## src/rtl/brk_pkg.sv

```systemverilog
package brk_pkg;

  // Width that holds the values 0 .. n-1 (at least one bit).
  function automatic int cnt_width(input int n);
    return (n < 2) ? 1 : $clog2(n);
  endfunction

  // Limits a microsecond timeout: small values disable, large values saturate.
  function automatic logic [31:0] clamp_us(input logic [31:0] val,
                                           input int unsigned lo,
                                           input int unsigned hi);
    logic [31:0] res;
    if (val < lo)       res = '0;
    else if (val > hi)  res = hi;
    else                res = val;
    return res;
  endfunction

endpackage

```

## src/rtl/brk_rx_sync.sv

```systemverilog
module brk_rx_sync #(
  parameter int STAGES = 2
) (
  input  logic clk_i,
  input  logic rst_ni,
  input  logic d_i,
  output logic q_o
);
  logic [STAGES-1:0] chain;

  // Each stage resets to the idle (high) line level.
  generate
    for (genvar s = 0; s < STAGES; s++) begin : g_stage
      if (s == 0) begin : g_first
        always_ff @(posedge clk_i or negedge rst_ni) begin
          if (!rst_ni) chain[0] <= 1'b1;
          else         chain[0] <= d_i;
        end
      end else begin : g_next
        always_ff @(posedge clk_i or negedge rst_ni) begin
          if (!rst_ni) chain[s] <= 1'b1;
          else         chain[s] <= chain[s-1];
        end
      end
    end
  endgenerate

  assign q_o = chain[STAGES-1];
endmodule

```

## src/rtl/brk_us_tick.sv

```systemverilog
module brk_us_tick #(
  parameter int DIV = 50
) (
  input  logic clk_i,
  input  logic rst_ni,
  input  logic en_i,
  output logic tick_o
);
  import brk_pkg::*;
  localparam int CW = cnt_width(DIV);
  localparam logic [CW-1:0] LAST = CW'(DIV - 1);

  logic [CW-1:0] cnt;

  generate
    if (DIV == 1) begin : g_pass
      // One cycle per microsecond: every enabled cycle is a tick.
      always_ff @(posedge clk_i or negedge rst_ni) begin
        if (!rst_ni) cnt <= '0;
        else         cnt <= '0;
      end
      assign tick_o = en_i && (cnt == LAST);
    end else begin : g_div
      // Restarts from zero whenever disabled, so the phase follows en_i.
      always_ff @(posedge clk_i or negedge rst_ni) begin
        if (!rst_ni)           cnt <= '0;
        else if (!en_i)        cnt <= '0;
        else if (cnt == LAST)  cnt <= '0;
        else                   cnt <= cnt + 1'b1;
      end
      assign tick_o = en_i && (cnt == LAST);
    end
  endgenerate
endmodule

```

## src/rtl/brk_low_timer.sv

```systemverilog
module brk_low_timer #(
  parameter int DIV    = 50,
  parameter int MAX_US = 255000
) (
  input  logic                              clk_i,
  input  logic                              rst_ni,
  input  logic                              rx_s_i,
  input  logic [$clog2(MAX_US+2)-1:0]       thr_i,
  output logic                              hit_o
);
  localparam int LOW_W = $clog2(MAX_US + 2);
  localparam logic [LOW_W-1:0] LOW_MAX = LOW_W'(MAX_US + 1);

  logic             us_tick;
  logic [LOW_W-1:0] low_us;
  logic             fired;

  brk_us_tick #(.DIV(DIV)) u_tick (
    .clk_i  (clk_i),
    .rst_ni (rst_ni),
    .en_i   (!rx_s_i),
    .tick_o (us_tick)
  );

  always_ff @(posedge clk_i or negedge rst_ni) begin
    if (!rst_ni) begin
      low_us <= '0;
      fired  <= 1'b0;
      hit_o  <= 1'b0;
    end else begin
      hit_o <= 1'b0;
      if (rx_s_i) begin
        low_us <= '0;
        fired  <= 1'b0;
      end else if (us_tick) begin
        if (low_us != LOW_MAX) low_us <= low_us + 1'b1;
        // low_us becomes thr+1 here: the low time now exceeds the timeout
        if ((thr_i != '0) && !fired && (low_us >= thr_i)) begin
          hit_o <= 1'b1;
          fired <= 1'b1;
        end
      end
    end
  end
endmodule

```

## src/rtl/brk_tx_gen.sv

```systemverilog
module brk_tx_gen #(
  parameter int DIV    = 50,
  parameter int BRK_US = 2000
) (
  input  logic clk_i,
  input  logic rst_ni,
  input  logic go_i,
  output logic hold_o
);
  import brk_pkg::*;
  localparam int BW = cnt_width(BRK_US);
  localparam logic [BW-1:0] LAST = BW'(BRK_US - 1);

  logic          us_tick;
  logic [BW-1:0] us_cnt;

  brk_us_tick #(.DIV(DIV)) u_tick (
    .clk_i  (clk_i),
    .rst_ni (rst_ni),
    .en_i   (hold_o),
    .tick_o (us_tick)
  );

  always_ff @(posedge clk_i or negedge rst_ni) begin
    if (!rst_ni) begin
      hold_o <= 1'b0;
      us_cnt <= '0;
    end else if (!hold_o) begin
      if (go_i) begin
        hold_o <= 1'b1;
        us_cnt <= '0;
      end
    end else if (us_tick) begin
      if (us_cnt == LAST) hold_o <= 1'b0;
      else                us_cnt <= us_cnt + 1'b1;
    end
  end
endmodule

```

## src/rtl/brk_reset_detect.sv

```systemverilog
module brk_reset_detect #(
  parameter int CLK_HZ      = 50_000_000,
  parameter int TMO_W       = 32,
  parameter int MIN_US      = 1000,
  parameter int MAX_US      = 255000,
  parameter int BRK_US      = 2000,
  parameter int SYNC_STAGES = 2
) (
  input  logic             clk_i,
  input  logic             rst_ni,
  input  logic             rx_i,
  input  logic [TMO_W-1:0] tmo_us_i,
  input  logic             brk_go_i,
  output logic             rst_req_o,
  output logic             tx_hold_low_o
);
  import brk_pkg::*;

  localparam int DIV_CYC = (CLK_HZ / 1_000_000 < 1) ? 1 : CLK_HZ / 1_000_000;
  localparam int LOW_W   = $clog2(MAX_US + 2);

  logic             rx_s;
  logic [LOW_W-1:0] thr;

  // Clamped threshold, computed from the raw port value.
  assign thr = LOW_W'(clamp_us(32'(tmo_us_i), MIN_US, MAX_US));

  brk_rx_sync #(.STAGES(SYNC_STAGES)) u_sync (
    .clk_i  (clk_i),
    .rst_ni (rst_ni),
    .d_i    (rx_i),
    .q_o    (rx_s)
  );

  brk_low_timer #(.DIV(DIV_CYC), .MAX_US(MAX_US)) u_low (
    .clk_i  (clk_i),
    .rst_ni (rst_ni),
    .rx_s_i (rx_s),
    .thr_i  (thr),
    .hit_o  (rst_req_o)
  );

  brk_tx_gen #(.DIV(DIV_CYC), .BRK_US(BRK_US)) u_tx (
    .clk_i  (clk_i),
    .rst_ni (rst_ni),
    .go_i   (brk_go_i),
    .hold_o (tx_hold_low_o)
  );
endmodule

```

## config.mk

```make
export PLATFORM = sky130hd
export DESIGN_NAME = brk_reset_detect
export DESIGN_NICKNAME = d
export VERILOG_FILES = /design/src/rtl/brk_pkg.sv /design/src/rtl/brk_rx_sync.sv /design/src/rtl/brk_us_tick.sv /design/src/rtl/brk_low_timer.sv /design/src/rtl/brk_tx_gen.sv /design/src/rtl/brk_reset_detect.sv
export SDC_FILE = /design/constraint.sdc
export NUM_CORES = 1
export LEC_CHECK = 0
export ABC_CLOCK_PERIOD_IN_PS = 2400
export BUFFER_PORTS_ARGS = -buffer_cell sky130_fd_sc_hd__buf_2
export CAP_MARGIN = 20
export CORE_MARGIN = 4
export CORE_UTILIZATION = 45
export DETAILED_ROUTE_END_ITERATION = 6
export PLACE_DENSITY = 0.76
export SETUP_SLACK_MARGIN = 0.2
export SYNTH_ARGS = -nofsm -noshare
export SYNTH_HDL_FRONTEND = slang
export SYNTH_SLANG_ARGS = --single-unit
```

## constraint.sdc

```tcl
create_clock -name clk_i -period 2.4 [get_ports clk_i]
set_input_delay 0.36 -clock clk_i [delete_from_list [all_inputs] [get_ports clk_i]]
set_output_delay 0.36 -clock clk_i [all_outputs]
set_load 0.005 [all_outputs]
```

## Yosys cells after proc, flatten, opt, wreduce, memory -nomap -nowiden

Index checks and enable logic that the tools add are counted.

| storage, ports and cells | value |
|---|---|
| flip-flop bits (word level) | 46 |
| input bits | 36 |
| word-level logic and storage cells | 59 |

| cells by class | value |
|---|---|
| add/subtract/negate cells | 4 |
| $lt $le $gt $ge | 3 |
| equal/unequal tests | 6 |
| multiplexer cells | 23 |
| reduce and logical (&&, ||, !) cells | 14 |

Operators with widths:

| kind | count |
|---|---|
| 18-bit two-way mux | 5 |
| 11-bit two-way mux | 4 |
| 32-bit by 18-bit > comparator with 1-bit output, second input constant | 1 |
| 32-bit by 10-bit < comparator with 1-bit output, second input constant | 1 |
| 6-bit two-way mux | 4 |
| 18-bit by 1-bit adder with 18-bit output, second input constant | 1 |
| 18-bit greater-or-equal comparator | 1 |
| 18-bit != test, second input constant | 1 |
| 18-bit nonzero test | 1 |
| 6-bit by 1-bit adder with 6-bit output, second input constant | 2 |
| 6-bit equality test, second input constant | 2 |
| 11-bit by 1-bit adder with 11-bit output, second input constant | 1 |
| 11-bit equality test, second input constant | 1 |
| 1-bit two-way mux | 10 |
| 2-bit nonzero test | 4 |
| 1-bit logical AND | 4 |
| 2-bit != test, second input constant | 2 |
| 2-bit AND reduction | 2 |
| 3-bit AND reduction | 1 |
| 1-bit zero test | 2 |

## Longest topological paths before layout

| logic depth | value |
|---|---|
| depth in word-level cells | 9 |
| mapped depth | 13 |

## Hierarchy

From an unflattened synthesis, not the netlist that was laid out.

| unflattened totals | value |
|---|---|
| cells, all modules | 335 |
| area total of the unflattened synthesis | 3074.2 um2 |

Modules (own cells, without submodules):

| module | instances | cells an instance | area an instance (um2) | seq. area each (um2) |
|---|---|---|---|---|
| brk_low_timer | 1 | 167 | 1466.4 | 500.5 |
| brk_tx_gen | 1 | 69 | 676.9 | 300.3 |
| brk_us_tick | 2 | 28 | 291.5 | 150.1 |
| brk_reset_detect | 1 | 41 | 295.3 | 0.0 |
| brk_rx_sync | 1 | 2 | 52.6 | 52.6 |

## Worst setup path before layout

No wires, ideal clock.

| timing path | value |
|---|---|
| path kind | input to register |
| from | input tmo_us_i[0] |
| to | register u_low.fired |
| setup time | 135 ps |
| arrival | 2516 ps |
| data required time | 2265 ps |
| path slack | -251 ps |
| cell stages on the path | 13 |
| path through | or4b_1 > nand3_1 > nand3_1 > a31o_2 > nor2_4 > nand2_1 > ha_1 > a21o_1 > a211oi_1 > o21ai_0 > a21oi_1 > o211a_1 > o22ai_1 |

| between the ends | value |
|---|---|
| word-level cells in the longest chain between the ends | 8 |

Ends and longest elaborated chain:

| what | line | source |
|---|---|---|
| start, declared | brk_reset_detect.sv:12 | `input logic [TMO_W-1:0] tmo_us_i,` |
| 32-bit by 18-bit > comparator with 1-bit output | brk_pkg.sv:14 | `else if (val > hi) res = hi;` |
| 18-bit two-way mux | brk_pkg.sv:14 |  |
| 18-bit two-way mux (*) | brk_pkg.sv:13 | `if (val < lo) res = '0;` |
| parallel branches: the longest is 2 deep, another holds 18-bit greater-or-equal comparator | -- |  |
| 1-bit logical AND (*) | brk_low_timer.sv:38 | `if ((thr_i != '0) && !fired && (low_us >= thr_i)) begin` |
| 2-bit nonzero test (no source line) (*) | -- |  |
| 2-bit AND reduction (no source line) (*) | -- |  |
| end signal, assigned | brk_low_timer.sv:28 | `fired <= 1'b0;` |
| end signal, assigned | brk_low_timer.sv:34 | `fired <= 1'b0;` |
| end signal, assigned | brk_low_timer.sv:40 | `fired <= 1'b1;` |
| end, declared | brk_low_timer.sv:16 | `logic fired;` |

Mark *: on every way between the ends.
A chain may end at the register's enable or synchronous reset.

## Final worst setup path

Same ends and word-level chain as after synthesis.

==> results.txt <==
Met1 wire length: 2930 um
Non-Filler Instances: 464
Status: finished with violations
Port bufs: 37
HPWL Detailed: 4930 um
Initial antenna violation count: 0
Post-synthesis xor/xnor area fraction: 6.87%
Clock Latency Late Sink: 0.30 ns
Data required, critical path: 2.58 ns
Register bit count reported by yosys: 46
Mapped Nets: 387
Worst path max stage delay: 0.53 ns
Sequential share of power: 52.3%
Clock sink count: 46
CP startpoint kind: input pin
Cell variety after synth: 51
Net switching power: 0.000491 W
Top Family by Delay on Critical Path: simple AND/OR/NAND/NOR gates
Root Buffer: clkbuf_8
HP Class: input pin to flip-flop
Post-route ant nets: 0
Buffers plus inverters on the worst setup path: 1
Clock power frac: 31.2%
Final worst-path cycle share: 102%
Synth cell count leaders: nor2_1 (56), dfrtp_1 (44), nand2_1 (27)
Layout area overhead: 19.5%
Largest cells by area after synthesis: dfrtp_1 (38%), ha_1 (11%), nor2_1 (7.2%), xnor2_1 (4.2%), nand3_1 (3.8%)
Cts bufs inserted: 5
Nets: 447
Util after Layout: 55.2%
Vias per cell: 5.54
Post-synth ARST share: 100%
Via count: 2,571
# DRC: 0
Post-synthesis mux area share: 0%
FP Rows: 29
Fin area: 3500 um2
Max Cap Viol: 0
Total grt overflow: 0
Comb pwr share: 16.4%
Clock period minus worst slack: 2.45 ns
Simple-Gate Fraction of Synth Area: 28.9%
Compound-Gate Fraction of Synth Area: 11.1%
Largest net degree at the start of global routing: 23
Gr usage total: 17.7%
Final wirelength: 6460 um
Cell Area, Placed: 3340 um2
Reg clk slew, reported paths: 0.09 ns
Placed insts: 455
Failing checks: setup timing
Post-CTS Repair Setup Buffers: 0
Synth Area per Inst: 8.99 um2
Sw Share: 27.1%
Crit-path slowest cell: or4b_4
CP Cell Sequence: buf_6 > or4b_4 > nand3_2 > nand3_2 > a31o_4 > nor2_4 > and2_1 > ha_1 > nand2b_1 > a21oi_1 > o21ai_1 > a21oi_1 > o211a_1 > o22ai_1
I/O pin count: 38
Most common cell in the netlist: nor2_1
Top Layer Used: met4
RSZ-0062 raised after global routing: yes
Leakage Power: 1.56 nW
Mapped Area: 2930 um2
Main synth FF type: dfrtp_1
Pwr Total: 0.00181 W
First-pass GRT wire length: 11,100 um
H-tree depth: 2
Slew headroom: 62.3%
Die area: 7870 um2
Max Fclk: 0.407 GHz
Pins Over Slew Limit: 0
Endpoint class of the critical path: flip-flop
Share of layout cells above drive strength 1: 22.2%
Post-synthesis sequential area ratio: 39.4%
Dominant cell type by area after synthesis: dfrtp_1
Initial Util: 46.2%
CTS tree: yes
Fin. Hold Viols: 0
Die height: 88.7 um
Post-Synthesis Cells: 326
Worst EP arrival: 2.63 ns
DR pass1 iterations: 4
Count of inserted antenna diode cells: 0
FILL cells: 568
Vias in the first global route: 2,564
Final WS setup: -0.0542 ns
DP Worst Slack: -0.441 ns
Post-synth EDFFs: 0
Post-synthesis adder-cell area fraction: 10.7%
VDD IR-drop max: 0.000603 V
Main combinational cell family by area after synthesis: simple AND/OR/NAND/NOR gates
Routed wl met3: 343 um
Pint: 0.00132 W
Synth top area share: 37.6%
Core area: 6350 um2
Clock skew: 0.00959 ns
Total power per unit cell area: 517 nW/um2
DR WL met2: 3070 um
Synth warn: 0
GPL Wtd Cong: 0.841
Crit path kind: input pin to flip-flop
Worst Tran Pin Value: 0.565 ns
Clock Tree Buf Depth: 2
Chip width: 88.7 um
Initial DRC Count: 113
Wire per inst: 13.9 um
Final setup fails: 2
Crit Path Max Fanout: 6
[placed cells by master, fill, tap and decap left out, types with 4 or more instances in the layout]
cell type and count:
nand3_1 20, o21ai_0 16, nand4_1 11, nor2_1 56, or3_1 4, and3_1 4
clkbuf_8 5, buf_4 22, xnor2_1 14, nand2_1 27, nor3_1 9, ha_1 22
nor4_1 9, xor2_1 9, a21oi_1 11, inv_1 10, dfrtp_1 44, buf_2 35
[flip-flops by register name, summed over array words and instances (netlist names)]
signal            cells
u_tx.hold_o           1
u_tx.us_cnt          11
u_tx.u_tick.cnt       6
u_low.low_us         18
u_sync.chain          1
u_low.u_tick.cnt      6
u_low.fired           1
u_low.hit_o           1
u_sync.q_o            1
[metrics by stage]
stage                     hold slack, ns  TNS (ns)
after detailed placement           0.302    -0.845
after floorplan                   0.0644    -0.234
final                              0.163   -0.0739
after CTS                          0.153   -0.0559
after global routing               0.149    -0.318
after global placement             0.291    -0.692
[final cells by class]
cell class | count | area [um2] | share of cell area (%)
Inverter | 10 | 37.5 | 1.07
Multi-Input combinational cell | 263 | 1740 | 49.6
Clock inverter | 1 | 30.0 | 0.857
Tap cell | 77 | 96.3 | 2.75
Clock buffer | 7 | 76.3 | 2.18
Timing Repair Buffer | 60 | 373 | 10.6
Sequential cell | 46 | 1150 | 32.9
[worst register-to-register path: stages (launching register included)]
cell,delay (ns)
dfrtp_1,0.50
nor4_1,0.35
nand4b_1,0.23
o31ai_4,0.25
buf_4,0.22
nor4_1,0.09
xnor2_1,0.16
nor2_1,0.05
[power by group through the flow]
stage                     Sequential [W]  Clock (W)  Combinational [W]
after global placement          0.000956          0           0.000285
after global routing            0.000961   0.000608           0.000347
after detailed placement        0.000959          0           0.000296
final                           0.000947   0.000565           0.000298
after CTS                       0.000945   0.000579           0.000299
after floorplan                 0.000942          0           0.000190
[path summary, 6_finish.rpt]
| path | from | end | slack, ns | cells after the start |
|---|---|---|---|---|
| min in group asynchronous | rst_ni | u_tx.u_tick.cnt[4] | 0.51 | 2 |
| worst min-delay path | rx_i | u_sync.chain[0] | 0.16 | 1 |
| worst max register to register | u_low.low_us[9] | u_low.low_us[13] | 0.45 | 7 |
| max in group asynchronous | rst_ni | u_sync.chain[0] | 1.23 | 3 |
| worst max-delay path | tmo_us_i[0] | u_low.fired | -0.05 | 14 |
| worst min register to register | u_sync.chain[0] | u_sync.q_o | 0.36 | 0 |
[timing repair]
action,CTS,global route
hold buffers,1,0
resized for setup,5,5
cloned,0,0
hold endpoints to repair,14,0
setup endpoints to repair,2,2
pin swaps,1,2
[per-layer routing]
metal | vias up | GRT usage [%]
li1 | 1284 | -
met1 | 1217 | 22.4
met2 | 59 | 30.9
met3 | 11 | 2.05
met4 | 0 | 6.46
met5 | - | 0
[kinds of logic after synthesis]
group                    Yosys count
buffers and inverters             17
AO/OA/AOI/OAI                     50
AND/OR/NAND/NOR                  165
adder cells (fa/ha/maj)           25
XOR/XNOR                          23
flip-flops                        46
No activity file was read; power rests on OpenSTA's default activity.
